==> src/rtl/serial_tx_pkg.sv <==
package serial_tx_pkg;

  // Strobes from the control side to the frame datapath
  typedef struct packed {
    logic load;   // capture byte and parity, start bit onto the line
    logic shift;  // advance to the next bit of the frame
  } txStrobe_t;

endpackage

==> src/rtl/serial_tx_datapath.sv <==
module serial_tx_datapath
  import serial_tx_pkg::*;
#(
  parameter int DATA_W = 8
) (
  input  logic              clk,
  input  logic              rstN,
  input  txStrobe_t         strobe,
  input  logic [DATA_W-1:0] dataIn,
  input  logic              oddSel,
  output logic              serialOut
);

  localparam int FRAME_W = DATA_W + 3;

  logic [FRAME_W-1:0] frameQ;
  logic               parityBit;

  // Parity bit makes total ones even (oddSel=0) or odd (oddSel=1)
  assign parityBit = (^dataIn) ^ oddSel;

  always_ff @(posedge clk) begin
    if (!rstN) begin
      frameQ <= '1;
    end else if (strobe.load) begin
      frameQ <= {1'b1, parityBit, dataIn, 1'b0};
    end else if (strobe.shift) begin
      frameQ <= {1'b1, frameQ[FRAME_W-1:1]};
    end
  end

  // Line is the low end of the frame register: a flop output, glitch free
  assign serialOut = frameQ[0];

endmodule

==> src/rtl/serial_tx_ctrl.sv <==
module serial_tx_ctrl
  import serial_tx_pkg::*;
#(
  parameter int DATA_W      = 8,
  parameter int BIT_CLKS    = 18,
  parameter int SYNC_STAGES = 2,
  parameter int MIN_LOW     = 4
) (
  input  logic      clk,
  input  logic      rstN,
  input  logic      writeN,
  output logic      busy,
  output txStrobe_t strobe
);

  localparam int FRAME_W = DATA_W + 3;
  localparam int TICK_W  = $clog2(BIT_CLKS);
  localparam int IDX_W   = $clog2(FRAME_W);
  localparam int LOW_W   = $clog2(MIN_LOW + 1);

  logic [SYNC_STAGES-1:0] syncQ;
  logic                   syncLow;
  logic [LOW_W-1:0]       lowCnt;
  logic                   armed;
  logic                   accept;
  logic [TICK_W-1:0]      tick;
  logic [IDX_W-1:0]       bitIdx;
  logic                   busyQ;
  logic                   lastTick;
  logic                   lastBit;

  // Strobe synchroniser, idles high
  always_ff @(posedge clk) begin
    if (!rstN) syncQ <= '1;
    else       syncQ <= {syncQ[SYNC_STAGES-2:0], writeN};
  end

  assign syncLow = !syncQ[SYNC_STAGES-1];

  // Re-arm only after a high level is seen while idle
  always_ff @(posedge clk) begin
    if (!rstN)                    armed <= 1'b0;
    else if (accept)              armed <= 1'b0;
    else if (!syncLow && !busyQ)  armed <= 1'b1;
  end

  // Count consecutive low samples of an armed strobe
  always_ff @(posedge clk) begin
    if (!rstN || !syncLow || busyQ || !armed) lowCnt <= '0;
    else if (lowCnt != LOW_W'(MIN_LOW))       lowCnt <= lowCnt + LOW_W'(1);
  end

  assign accept = syncLow && armed && !busyQ && (lowCnt == LOW_W'(MIN_LOW - 1));

  assign lastTick = (tick == TICK_W'(BIT_CLKS - 1));
  assign lastBit  = (bitIdx == IDX_W'(FRAME_W - 1));

  // Bit timer restarts on acceptance so the start bit is a full period
  always_ff @(posedge clk) begin
    if (!rstN) begin
      busyQ  <= 1'b0;
      tick   <= '0;
      bitIdx <= '0;
    end else if (accept) begin
      busyQ  <= 1'b1;
      tick   <= '0;
      bitIdx <= '0;
    end else if (busyQ) begin
      if (lastTick) begin
        tick <= '0;
        if (lastBit) busyQ  <= 1'b0;
        else         bitIdx <= bitIdx + IDX_W'(1);
      end else begin
        tick <= tick + TICK_W'(1);
      end
    end
  end

  assign busy         = busyQ;
  assign strobe.load  = accept;
  assign strobe.shift = busyQ && lastTick;

endmodule

==> src/rtl/serial_parity_tx.sv <==
module serial_parity_tx
  import serial_tx_pkg::*;
#(
  parameter int DATA_W      = 8,
  parameter int BIT_CLKS    = 18,
  parameter int SYNC_STAGES = 2,
  parameter int MIN_LOW     = 4
) (
  input  logic              clk,
  input  logic              rstN,
  input  logic              writeN,
  input  logic [DATA_W-1:0] dataIn,
  input  logic              oddSel,
  output logic              serialOut,
  output logic              busy
);

  txStrobe_t strobe;

  serial_tx_ctrl #(
    .DATA_W(DATA_W), .BIT_CLKS(BIT_CLKS),
    .SYNC_STAGES(SYNC_STAGES), .MIN_LOW(MIN_LOW)
  ) i_ctrl (
    .clk(clk), .rstN(rstN), .writeN(writeN), .busy(busy), .strobe(strobe)
  );

  serial_tx_datapath #(.DATA_W(DATA_W)) i_dp (
    .clk(clk), .rstN(rstN), .strobe(strobe),
    .dataIn(dataIn), .oddSel(oddSel), .serialOut(serialOut)
  );

endmodule

==> config.mk <==
export PLATFORM = sky130hd
export DESIGN_NAME = serial_parity_tx
export DESIGN_NICKNAME = d
export VERILOG_FILES = /design/src/rtl/serial_tx_pkg.sv /design/src/rtl/serial_tx_datapath.sv /design/src/rtl/serial_tx_ctrl.sv /design/src/rtl/serial_parity_tx.sv
export SDC_FILE = /design/constraint.sdc
export NUM_CORES = 1
export LEC_CHECK = 0
export BUFFER_PORTS_ARGS = -buffer_cell sky130_fd_sc_hd__buf_2
export CAP_MARGIN = 10
export CORE_ASPECT_RATIO = 1.25
export CORE_MARGIN = 2
export CORE_UTILIZATION = 30
export DETAILED_ROUTE_END_ITERATION = 10
export PLACE_DENSITY_LB_ADDON = 0.15
export SYNTH_ARGS = -nofsm -noshare
export SYNTH_HDL_FRONTEND = slang
export SYNTH_SLANG_ARGS = --single-unit
==> constraint.sdc <==
create_clock -name clk -period 2.51 [get_ports clk]
set_input_delay 0.502 -clock clk [delete_from_list [all_inputs] [get_ports clk]]
set_output_delay 0.502 -clock clk [all_outputs]
set_load 0.01 [all_outputs]
Yosys cells after proc, flatten, opt, wreduce, memory -nomap -nowiden
Index checks and enable logic that the tools add are counted.
{ "totals": {"input_bits": 12, "ff_bits": 26, "wordCells": 40, "output_inout_bits": 2} }
{ "classes": {"n_mux": 7, "bitwise": 3, "n_addsub": 3, "n_eq_ne": 4, "reduce_logical": 16} }
{ "op_table": {"columns": ["cell", "n"], "rows": [
  ["two-way mux 10 bit", 2],
  ["parity 8 bit", 1],
  ["adder 5 x 1 -> 5 bit (second input constant)", 1],
  ["== test 5 bit (second input constant)", 1],
  ["logical AND 1 bit", 5],
  ["two-way mux 5 bit", 1],
  ["adder 4 x 1 -> 4 bit (second input constant)", 1],
  ["== test 4 bit (second input constant)", 1],
  ["logical NOT 1 bit", 4],
  ["two-way mux 1 bit", 4],
  ["adder 3 x 1 -> 3 bit (second input constant)", 1],
  ["== test 3 x 2 -> 1 bit (second input constant)", 1],
  ["logical OR 1 bit", 3],
  ["!= test 3 bit (second input constant)", 1],
  ["AND reduction 3 bit", 1],
  ["NOT 1 bit", 2],
  ["nonzero test 2 bit", 1],
  ["OR reduction 2 bit", 1],
  ["bitwise XOR 1 bit", 1]
]} }

Logic depth before layout (Yosys ltp)
{ "logic_depth": {"ltp_word": 5, "mapped_depth": 7, "mapped_depth_nobuf": 6} }

By module
Synthesis repeated with hierarchy kept, for this count alone.
{ "unflattened": {"cells_unflattened": 139, "hier_area_um2": 1315.0} }
{ "by_module_without_submodules": {"columns": ["mod", "instances", "area_each_um2", "seq_area_each_um2", "cells_each"], "rows": [
  ["serial_tx_ctrl", 1, 782.0, 320.3, 89],
  ["serial_tx_datapath", 1, 533.0, 200.2, 50]
]} }

Least setup slack after synthesis
OpenSTA, ideal clock, no wires.
{ "synth_timing": {"kind": "register to register", "startpoint": "reg i_ctrl.tick[1]", "endpoint": "reg i_dp.frameQ[9]", "n_path_buf": 1, "path_slack_ps": 1072, "t_arrival_ps": 1317, "period_less_slack_ps": 1438, "required_time_ps": 2388, "setup_time_ps": 122, "stages_incl_launch_ff": 7, "path_cell_list": "dfxtp_1 inv_1 ha_1 and4bb_4 and2_4 buf_6 o32a_1"} }
{ "synth_between": {"elab_chain_cells": 3} }
{ "synth_lines": {"columns": ["item", "line", "rtl"], "rows": [
  ["start, declared", "serial_tx_ctrl.sv:26", "logic [TICK_W-1:0] tick;"],
  ["start signal, assigned", "serial_tx_ctrl.sv:74", "tick <= tick + TICK_W'(1);"],
  ["== test 5 bit", "serial_tx_ctrl.sv:55", "assign lastTick = (tick == TICK_W'(BIT_CLKS - 1));"],
  ["logical AND 1 bit", "serial_tx_ctrl.sv:81", "assign strobe.shift = busyQ && lastTick;"],
  ["nonzero test 2 bit (no source line)", null, null],
  ["end signal, assigned", "serial_tx_datapath.sv:26", "frameQ <= {1'b1, parityBit, dataIn, 1'b0};"],
  ["end signal, assigned", "serial_tx_datapath.sv:28", "frameQ <= {1'b1, frameQ[FRAME_W-1:1]};"],
  ["end, declared", "serial_tx_datapath.sv:16", "logic [FRAME_W-1:0] frameQ;"]
]} }
No other way between the ends.
A chain may end at the register's enable or synchronous reset.

Final worst setup path
{ "layout_timing": {"startpoint": "reg i_ctrl.lowCnt[0]", "endpoint": "reg i_dp.frameQ[9]"} }
{ "layout_between": {"elab_chain_cells": 3, "elab_cells_between_ends": 4, "cone_classes": "eq/ne (1); mux (1); reduce/logical (2)"} }
{ "layout_lines": {"columns": ["item", "line", "rtl"], "rows": [
  ["start, declared", "serial_tx_ctrl.sv:23", "logic [LOW_W-1:0] lowCnt;"],
  ["start signal, assigned", "serial_tx_ctrl.sv:50", "else if (lowCnt != LOW_W'(MIN_LOW)) lowCnt <= lowCnt + LOW_W'(1);"],
  ["== test 3 x 2 -> 1 bit *", "serial_tx_ctrl.sv:53", "assign accept = syncLow && armed && !busyQ && (lowCnt == LOW_W'(MIN_LOW - 1));"],
  ["logical AND 1 bit *", "serial_tx_ctrl.sv:53", null],
  ["two-way mux 10 bit / nonzero test 2 bit (equally long branches)", null, null]
]} }
Mark *: on every way between the ends. The rest lies on a longest branch, timed or not.

==> results.toml <==
[worst_setup_path]
cp_top_family = "simple AND/OR/NAND/NOR gates"
required_ns = 2.68
worst-setup-path-type = "flop to flop"
r2r-start = "i_ctrl.lowCnt[0]$_SDFFE_PP0P_"
max_stage_delay_ns = 0.36
r2r-end = "i_dp.frameQ[9]$_SDFFE_PN1P_"
cp_slowest_cell = "o32a_1"
crit_path_start_kind = "flop"
reg2reg_depth = 5
cp-end-kind = "flop"
critPathLaunch = "i_ctrl.lowCnt[0]$_SDFFE_PP0P_"
cp_max_fo = 11
cp_num_buf_inv = 0
arrival_ns = 2.01
r2r_slack_ns = 0.66
cp_cell_sequence = "ha_1 > ha_1 > nand2_1 > nand2_1 > o32a_1"

[finish]
drive_above_1_share_pct = 15.4
fillers = 449
multi_input_area_sq_um = 681
fin_nets = 170
diodes = 0
area_growth_pct = 10.3
finalCoreUtilization_pct = 34.4
regArea_sq_um = 520

[die]
ioPinCount = 14
rows = 26
fp.dieW_microns = 62.4
dieArea_sq_mm = 0.00481
start_util_pct = 31.2
placeableCoreArea_sq_mm = 0.00410
die_h_microns = 77.0

[sta]
finalCritPeriodShare_pct = 73.6
slew_headroom_pct = 74.6
worstMarginPinSlew_ns = 0.380
drv_slew = 0
rsz0062_at_grt = "false"
tns_ns = 0
hold_violations = 0
hold_ws_ns = 0.417
finalSetupViolations = 0
max_freq_mhz = 541
period_minus_slack_ns = 1.85
fin_skew_ns = 0.00999

[cts]
cts_buffer_depth = 2
cts_num_sinks = 26
post_cts_resized = 0
numCtsBuffers = 3
post_cts_buffers = 0
clock_latency_ns = 0.27
cts_tree = "built"
cts_hold_buf = 0
clk_pin_slew_worst_paths_ns = 0.09
htree_levels = 1
cts_root_buffer = "clkbuf_8"

[route]
vias_per_cell = 4.82
via_count = 988
drtAntennaViolNets = 0
drc = 0
drt_wl_total_mm = 2.58
wire_per_inst_microns = 12.6
drt_iter0_drc = 27
dr.pass1.iters = 4

[pwr]
intPower_w = 0.000562
p_switching_w = 0.000167
ir_worst_vdd_mv = 0.274
switching_share_pct = 22.9
power_frac_comb_pct = 10.1
finalPower_w = 0.000729
clockPowerShare_pct = 31.8
power.density_mw_per_mm2 = 516
p_seq_share_pct = 58.1
power.leakage_nw = 0.580

[yosys]
async_flop_share_pct = 0
synth_edf_count = 0
syn_nets = 159
synthFlopType = "dfxtp_1"
ys_seq_area_share_pct = 40.7
yosys.cell_types.count = 33
netlist_area_sq_mm = 0.00128
synth_cells = 140
ys_seq_elements = 26
ys_top_cells_by_area = "dfxtp_1 41%, ha_1 6.8%, xnor2_1 4.8%"
synth_top_area_share_pct = 40.7
syn_avg_cell_area_sq_um = 9.14
synthTopCellsByCount = "26 x dfxtp_1, 13 x nor2_1, 8 x and3_1, 8 x nand2_1, 8 x nand3_1"
yosysMostFrequentCell = "dfxtp_1"
synth_top_cell_by_area = "dfxtp_1"
yosysWarnings = 0

[worst_hold_path]
min_path_cells = 2
min_delay_worst_endpoint = "i_ctrl.syncQ[0]$_SDFF_PN1_"
hold_start = "writeN"
hold_path.class = "primary input to flop"

[global_routing]
gr-total-overflow = 0
grt_pass1_wl_mm = 4.49
grt_pass1_vias = 979
antenna_found_initial = 0
grt_use_total_pct = 11.7
grt_max_degree = 21

[placed_design]
dp_hpwl_mm = 1.84
gp_congestion = 0.685
port_buffers = 13

[run_status]
status = "complete, no violations"

[job]
drv_cap = 0
## worst reg2reg max path, cell delays in order (launching register included)
cell     delay [ns]
dfxtp_1        0.34
ha_1           0.21
ha_1           0.21
nand2_1        0.29
nand2_1        0.33
o32a_1         0.36
## routing by layer
metal  up-vias  track usage, %  routed length [microns]
met5         -               0                        0
met4         0            7.11                       64
met3         6            1.61                       44
met2        10            18.9                     1230
met1       468            14.5                     1230
li1        504               -                        -
## cells in the final DEF (no fill, tap or decap), types with 4 or more instances in the layout
master and count:
dfxtp_1 26, nor3_1 4, xor2_1 6, nor2_1 13
nand3_1 8, a211oi_1 7, nand2_1 8, inv_1 7
and3_1 8, o21ai_0 7, buf_2 13, ha_1 7
a21oi_1 4, xnor2_1 7
## kinds of logic (layout without fill, tap and decap cells)
kind of cell	count (synthesis)	in the layout	share of synthesized area [%]
buf+inv	15	24	6.16
compound gates	24	24	12.6
flops	26	26	40.7
fa+ha+maj	7	7	6.84
simple gates	54	54	23.1
xor+xnor	14	14	10.7
## power groups by stage
stage                     Clock, W  Sequential, W  Combinational [W]
final                     0.000231       0.000424          0.0000739
after global routing      0.000254       0.000425          0.0000816
after CTS                 0.000242       0.000424          0.0000754
after detailed placement         0       0.000433          0.0000746
after global placement           0       0.000433          0.0000730
after floorplan                  0       0.000433          0.0000509
## metrics by stage
| step | std cells | setup slack (ns) | instance area (sq um) |
|---|---|---|---|
| final | 205 | 0.662 | 1410 |
| after detailed placement | 202 | 0.643 | 1370 |
| after global routing | 205 | 0.470 | 1410 |
| after CTS | 205 | 0.628 | 1410 |
| after floorplan | 140 | 1.07 | 1280 |
| after global placement | 202 | 0.703 | 1370 |
## how the worst max path moves through the flow
stage,cells past startpoint,to
after detailed placement,5,i_dp.frameQ[9]$_SDFFE_PN1P_
after floorplan,6,i_dp.frameQ[9]$_SDFFE_PN1P_
final,5,i_dp.frameQ[9]$_SDFFE_PN1P_
after CTS,5,i_dp.frameQ[9]$_SDFFE_PN1P_
after global placement,5,i_dp.frameQ[9]$_SDFFE_PN1P_
after global routing,5,i_dp.frameQ[9]$_SDFFE_PN1P_
## sequential cells by signal, indices dropped and copies added (netlist names)
register / cells
i_ctrl.armed: 1
i_ctrl.bitIdx: 4
i_ctrl.busy: 1
i_ctrl.lowCnt: 3
i_ctrl.syncQ: 2
i_ctrl.tick: 5
i_dp.frameQ: 10
## final cells by class
type | instances | share of cell area (%)
inverters | 7 | 1.86
flip-flops and latches | 26 | 36.9
repair buffers | 14 | 5.14
multi-input cells | 99 | 48.2
well taps | 56 | 4.96
clock buffers | 3 | 2.93
Note: power is estimated with default switching activity, not from simulation.
